## config.mk

```make
export PLATFORM = sky130hd
export DESIGN_NAME = acc_shift_unit
export DESIGN_NICKNAME = d
export VERILOG_FILES = /design/src/rtl/acc_shift_pkg.sv /design/src/rtl/acc_shift_ctrl.sv /design/src/rtl/acc_shift_dp.sv /design/src/rtl/acc_shift_unit.sv
export SDC_FILE = /design/constraint.sdc
export NUM_CORES = 1
export LEC_CHECK = 0
export ABC_AREA = 1
export BUFFER_PORTS_ARGS = -buffer_cell sky130_fd_sc_hd__buf_2
export CORE_AREA = 2 2 128 80
export DETAILED_ROUTE_END_ITERATION = 8
export DIE_AREA = 0 0 130 82
export PLACE_DENSITY = 0.83
export SYNTH_ARGS = -nofsm -noshare
export SYNTH_HDL_FRONTEND = slang
export SYNTH_HIERARCHICAL = 1
export SYNTH_SLANG_ARGS = --single-unit
```

## constraint.sdc

```tcl
create_clock -name clk -period 4.4 [get_ports clk]
set_clock_uncertainty 0.1 [all_clocks]
set_input_delay 0.88 -clock clk [delete_from_list [all_inputs] [get_ports clk]]
set_output_delay 0.88 -clock clk [all_outputs]
set_load 0.01 [all_outputs]
```

## src/rtl/acc_shift_pkg.sv

```systemverilog
package acc_shift_pkg;

  typedef enum logic [2:0] {
    OP_ASL   = 3'd0,
    OP_ASR   = 3'd1,
    OP_LSL   = 3'd2,
    OP_LSR   = 3'd3,
    OP_ROL   = 3'd4,
    OP_ROR   = 3'd5,
    OP_NOP_A = 3'd6,
    OP_NOP_B = 3'd7
  } shiftOp_t;

  // Strobes from the sequencer to the datapath.
  typedef struct packed {
    logic     loadStb;
    logic     stepStb;
    shiftOp_t op;
  } dpCtrl_t;

  localparam logic [1:0] SCALE_NONE = 2'b00;
  localparam logic [1:0] SCALE_DOWN = 2'b01;
  localparam logic [1:0] SCALE_UP   = 2'b10;

endpackage

```

## src/rtl/acc_shift_ctrl.sv

```systemverilog
module acc_shift_ctrl
  import acc_shift_pkg::*;
#(
  parameter int CNT_W = 6
) (
  input  logic             clk,
  input  logic             rst,
  input  logic             loadEn,
  input  logic             cmdValid,
  input  logic [2:0]       cmdOp,
  input  logic [CNT_W-1:0] cmdCount,
  output dpCtrl_t          dpCtrl,
  output logic             busy,
  output logic             done
);

  localparam logic [CNT_W-1:0] ONE = CNT_W'(1);

  logic [CNT_W-1:0] remaining;
  shiftOp_t         activeOp;
  logic             busyQ;
  logic             doneQ;
  logic             loadGo;
  logic             acceptCmd;

  // Loads and commands are only taken when idle; a load beats a command.
  assign loadGo    = loadEn && !busyQ;
  assign acceptCmd = cmdValid && !loadEn && !busyQ;

  always_ff @(posedge clk) begin
    if (rst) begin
      busyQ     <= 1'b0;
      doneQ     <= 1'b0;
      remaining <= '0;
      activeOp  <= OP_ASL;
    end else begin
      doneQ <= 1'b0;
      if (busyQ) begin
        remaining <= remaining - ONE;
        if (remaining == ONE) begin
          busyQ <= 1'b0;
          doneQ <= 1'b1;
        end
      end else if (acceptCmd) begin
        if (cmdCount == '0) begin
          doneQ <= 1'b1;
        end else begin
          busyQ     <= 1'b1;
          remaining <= cmdCount;
          activeOp  <= shiftOp_t'(cmdOp);
        end
      end
    end
  end

  assign dpCtrl.loadStb = loadGo;
  assign dpCtrl.stepStb = busyQ;
  assign dpCtrl.op      = activeOp;
  assign busy           = busyQ;
  assign done           = doneQ;

  // the end of a run is always marked by done
  a_r7_fall_gives_done: assert property (@(posedge clk) disable iff (rst)
    $fell(busyQ) |-> doneQ);

  // a run with more than one step left keeps going
  a_r7_run_continues: assert property (@(posedge clk) disable iff (rst)
    (busyQ && remaining > ONE) |=> busyQ);

  // a zero count finishes at once without a run
  a_r8_zero_count: assert property (@(posedge clk) disable iff (rst)
    (cmdValid && !loadEn && !busyQ && cmdCount == '0) |=> (!busyQ && doneQ));

  // a run keeps its operation whatever arrives at the inputs
  a_r9_op_held: assert property (@(posedge clk) disable iff (rst)
    (busyQ && remaining > ONE) |=> $stable(activeOp));

endmodule

```

## src/rtl/acc_shift_dp.sv

```systemverilog
module acc_shift_dp
  import acc_shift_pkg::*;
#(
  parameter int EXT_W  = 8,
  parameter int WORD_W = 24
) (
  input  logic                           clk,
  input  logic                           rst,
  input  dpCtrl_t                        dpCtrl,
  input  logic [EXT_W+2*WORD_W-1:0]      loadValue,
  input  logic [1:0]                     scaleMode,
  output logic [EXT_W+2*WORD_W-1:0]      acc,
  output logic                           carry,
  output logic [WORD_W-1:0]              busData
);

  localparam int ACC_W  = EXT_W + 2 * WORD_W;
  localparam int HI_LSB = WORD_W;
  localparam int HI_MSB = 2 * WORD_W - 1;

  logic [ACC_W-1:0]  nextAcc;
  logic              nextCarry;
  logic [WORD_W-1:0] hiWord;
  logic [WORD_W-1:0] newHi;
  logic              wordOp;

  assign hiWord = acc[HI_MSB:HI_LSB];
  assign wordOp = (dpCtrl.op == OP_LSL) || (dpCtrl.op == OP_LSR) ||
                  (dpCtrl.op == OP_ROL) || (dpCtrl.op == OP_ROR);

  always_comb begin
    nextAcc   = acc;
    nextCarry = carry;
    newHi     = hiWord;
    unique case (dpCtrl.op)
      OP_ASL: begin
        nextAcc   = {acc[ACC_W-2:0], 1'b0};
        nextCarry = acc[ACC_W-1];
      end
      OP_ASR: begin
        nextAcc   = {acc[ACC_W-1], acc[ACC_W-1:1]};
        nextCarry = acc[0];
      end
      OP_LSL: begin
        newHi     = {hiWord[WORD_W-2:0], 1'b0};
        nextCarry = hiWord[WORD_W-1];
      end
      OP_LSR: begin
        newHi     = {1'b0, hiWord[WORD_W-1:1]};
        nextCarry = hiWord[0];
      end
      OP_ROL: begin
        newHi     = {hiWord[WORD_W-2:0], carry};
        nextCarry = hiWord[WORD_W-1];
      end
      OP_ROR: begin
        newHi     = {carry, hiWord[WORD_W-1:1]};
        nextCarry = hiWord[0];
      end
      default: begin
        nextCarry = carry;
      end
    endcase
    if (wordOp) begin
      nextAcc[HI_MSB:HI_LSB] = newHi;
    end
  end

  always_ff @(posedge clk) begin
    if (rst) begin
      acc   <= '0;
      carry <= 1'b0;
    end else if (dpCtrl.loadStb) begin
      acc <= loadValue;
    end else if (dpCtrl.stepStb) begin
      acc   <= nextAcc;
      carry <= nextCarry;
    end
  end

  // Read-out scaler: one-bit window move, no register on the way.
  always_comb begin
    unique case (scaleMode)
      SCALE_DOWN: busData = acc[HI_MSB+1:HI_LSB+1];
      SCALE_UP:   busData = acc[HI_MSB-1:HI_LSB-1];
      default:    busData = hiWord;
    endcase
  end

  // a load lands unchanged and carry is untouched
  a_r2_load_lands: assert property (@(posedge clk) disable iff (rst)
    dpCtrl.loadStb |=> (acc == $past(loadValue) && carry == $past(carry)));

  // arithmetic right keeps the sign bit
  a_r4_sign_kept: assert property (@(posedge clk) disable iff (rst)
    (dpCtrl.stepStb && !dpCtrl.loadStb && dpCtrl.op == OP_ASR)
      |=> acc[ACC_W-1] == $past(acc[ACC_W-1]));

  // word operations leave guard and lower fields alone
  a_r5_fields_kept: assert property (@(posedge clk) disable iff (rst)
    (dpCtrl.stepStb && !dpCtrl.loadStb && wordOp)
      |=> ($stable(acc[HI_LSB-1:0]) && $stable(acc[ACC_W-1:HI_MSB+1])));

  // a rotate step neither creates nor loses ones in the carry ring
  a_r6_ring_conserved: assert property (@(posedge clk) disable iff (rst)
    (dpCtrl.stepStb && !dpCtrl.loadStb &&
     (dpCtrl.op == OP_ROL || dpCtrl.op == OP_ROR))
      |=> $countones({acc[HI_MSB:HI_LSB], carry}) ==
          $past($countones({acc[HI_MSB:HI_LSB], carry})));

endmodule

```

## src/rtl/acc_shift_unit.sv

```systemverilog
module acc_shift_unit
  import acc_shift_pkg::*;
#(
  parameter int EXT_W  = 8,
  parameter int WORD_W = 24,
  parameter int CNT_W  = 6
) (
  input  logic                      clk,
  input  logic                      rst,
  input  logic                      loadEn,
  input  logic [EXT_W+2*WORD_W-1:0] loadValue,
  input  logic                      cmdValid,
  input  logic [2:0]                cmdOp,
  input  logic [CNT_W-1:0]          cmdCount,
  input  logic [1:0]                scaleMode,
  output logic [EXT_W+2*WORD_W-1:0] accOut,
  output logic                      carryOut,
  output logic [WORD_W-1:0]         busData,
  output logic                      busy,
  output logic                      done
);

  dpCtrl_t dpCtrl;

  acc_shift_ctrl #(.CNT_W(CNT_W)) ctrlInst (
    .clk      (clk),
    .rst      (rst),
    .loadEn   (loadEn),
    .cmdValid (cmdValid),
    .cmdOp    (cmdOp),
    .cmdCount (cmdCount),
    .dpCtrl   (dpCtrl),
    .busy     (busy),
    .done     (done)
  );

  acc_shift_dp #(.EXT_W(EXT_W), .WORD_W(WORD_W)) dpInst (
    .clk       (clk),
    .rst       (rst),
    .dpCtrl    (dpCtrl),
    .loadValue (loadValue),
    .scaleMode (scaleMode),
    .acc       (accOut),
    .carry     (carryOut),
    .busData   (busData)
  );

endmodule

```

==> flow_metrics.py <==
metrics = {
    "global_route": {
        "grt-ovfl-total": 0,
        "grt_pass1_vias": 5037,
        "antenna_found_initial": 0,
        "grt_max_degree": 63,
        "grt_pass1_wl_mm": 24.3,
        "grt_use_total": 0.280,
    },
    "power": {
        "power_leakage_nw": 2.88,
        "powerDensity_nw_per_um2": 348,
        "ir_drop_v": 0.000192,
    },
    "placement": {
        "dpl.cell_count": 1120,
        "dp_hpwl_mm": 10.1,
        "gp_congestion": 0.836,
        "numPortBuffers": 153,
        "place_ws_ps": 955,
    },
    "synth": {
        "synth_top_cell_area_share": 0.266,
        "synth_warnings": 6,
        "yosys-top-cells-count": "304 x nand2_1, 129 x nor2_1, 88 x a21oi_1, 68 x dfxtp_1, 61 x nand3_1",
        "ys_types": 34,
        "synthArstFlopShare": 0,
        "synthTopCellsByArea": "dfxtp_1 27%, nand2_1 22%, nor2_1 9.5%",
        "ys_seq_area_frac": 0.266,
        "ys_seq_elements": 68,
        "synthesis.area_um2": 5110,
        "synth_edf_count": 0,
        "syn_avg_cell_area_um2": 5.72,
        "synthCells": 894,
        "netlist.top_cell.by_area": "dfxtp_1",
        "synth-main-ff-cell": "dfxtp_1",
        "synth_nets": 969,
        "synth.most_common_cell": "nand2_1",
    },
    "timing": {
        "hold_ws_ps": 449,
        "finalCritPeriodShare": 0.795,
        "hold_violations": 0,
        "slew_viol_final": 0,
        "max_freq_mhz": 286,
        "final.setup.tns_ps": 0,
        "setup_violations": 0,
        "worstMarginPinSlew_ps": 1230,
        "rsz0062_at_grt": "no",
        "final.min_clock_period_ps": 3500,
        "fin_ws_ps": 902,
        "max-slew-margin-rel": 0.175,
    },
    "setup_path": {
        "end_kind": "output port",
        "crit_type": "in -> out",
        "crit_arrival_ps": 2520,
        "cp_slowest_cell": "inv_1",
        "worstPathMaxFanout": 43,
        "cp_cell_sequence": "buf_2 > inv_1 > ha_1 > inv_1 > nand2_1 > o21ai_0 > buf_2",
        "critPathMaxStageDelay_ps": 710,
        "crit_required_ps": 3420,
        "cp-start-kind": "input pin",
    },
    "route": {
        "via_per_inst": 5.44,
        "drt-initial-drc-count": 662,
        "wl_per_cell_um": 13.4,
        "dr.pass1.iters": 6,
        "postRouteAntennaNets": 0,
        "postRouteWirelength_mm": 15.2,
        "drc_errors": 0,
        "via_count": 6181,
    },
    "clocking": {
        "numCtsBuffers": 9,
        "cts_resized": 0,
        "hold_buffers": 0,
        "clock_latency_ps": 330,
        "cts_buffer_depth": 2,
        "h-tree-depth": 3,
        "clk_pin_slew_ps": 60,
        "cts_tree": "done",
        "cts-root-buf": "clkbuf_16",
        "cts_sinks": 68,
        "post_cts_buffers": 0,
    },
    "die": {
        "core_um2": 9560,
        "die_h_um": 82,
        "die_area_um2": 10700,
        "std_cell_rows": 28,
        "die_w_um": 130,
        "start_util": 0.535,
        "io_pins": 154,
    },
    "layout": {
        "insertedDiodeCount": 0,
        "final_cell_count_no_fill": 1136,
        "drive_above_1_share": 0.189,
        "area_growth_pct": 17.9,
        "nNetsFinal": 1071,
    },
    "hold_path": {
        "worstHoldPathType": "reg -> reg",
    },
    "outcome": {
        "status": "complete, no violations",
    },
    "job": {
        "max_cap_viol_count": 0,
    },
}
through the flow:
stage | util | area (um^2) | power, W
after floorplan | - | 5110 | 0.00120
after global placement | 0.599 | 5730 | 0.00137
after detailed placement | 0.599 | 5730 | 0.00138
after CTS | 0.630 | 6030 | 0.00210
after global routing | 0.630 | 6030 | 0.00223
final | 0.630 | 6030 | 0.00210
report_power, final:
group / switching [W] / leakage, nW / internal, W
registers: 0.0000968 / 0.561 / 0.000680
clock network: 0.000282 / 0.142 / 0.000441
logic: 0.000382 / 2.18 / 0.000216
routing by layer:
metal | track usage | up-vias | routed length [um]
li1 | - | 3121 | -
met4 | 0.0774 | 0 | 116
met1 | 0.405 | 2724 | 7200
met3 | 0.0762 | 14 | 1580
met2 | 0.408 | 322 | 6310
met5 | 0 | - | 0
cell families after synthesis:
kind of cell               synth area share
and+or+nand+nor                       0.424
AOI/OAI and AO/OA                     0.185
buffers and inverters                 0.109
DFF                                   0.266
adders and majority gates           0.00979
xor gates and xnor gates            0.00636
worst max-delay path: cells and delay by family:
kind / cells / cell delay [ps]
AOI/OAI and AO/OA: 1 / 120
and+or+nand+nor: 1 / 150
adders and majority gates: 1 / 350
buffers and inverters: 4 / 1020
sequential cells by signal, indices dropped and copies added (netlist names):
name                count
ctrlInst/busy           1
ctrlInst/remaining      6
dpInst/acc             56
ctrlInst/activeOp       3
ctrlInst/done           1
dpInst/carry            1
path summary, 6_finish.rpt:
| kind | startpoint | endpoint | slack, ps | cells after the start |
|---|---|---|---|---|
| worst max register to register | ctrlInst/activeOp[2] | dpInst/acc[52] | 1170 | 8 |
| worst max-delay path | scaleMode[0] | busData[18] | 900 | 7 |
| worst min register to register | dpInst/acc[12] | dpInst/acc[12] | 450 | 2 |
| worst min-delay path | dpInst/acc[12] | dpInst/acc[12] | 450 | 2 |
layout by cell type, fill, tap and decap left out, drive strengths merged:
cell type	n
nand2	307
buf	157
nor2	130
a21oi	89
dfxtp	68
o21ai	63
nand3	62
inv	51
nand4	24
o22ai	21
clkbuf	9
ha	4
clkinv	3
clkinvlp	2
a22oi	2
nor3	2
bufinv	1
nor4	1
nor3b	1
a31oi	1
xnor2	1
xor2	1
a22o	1
area by class of cell:
type / instances / area, um^2
inverters: 50 / 198
clock inverters: 7 / 76.3
well taps: 135 / 169
repair buffers: 157 / 796
clock buffers: 9 / 225
fillers: 947 / 3540
flip-flops and latches: 68 / 1360
multi-input cells: 710 / 3200
Power figures use the tool's default switching activity.
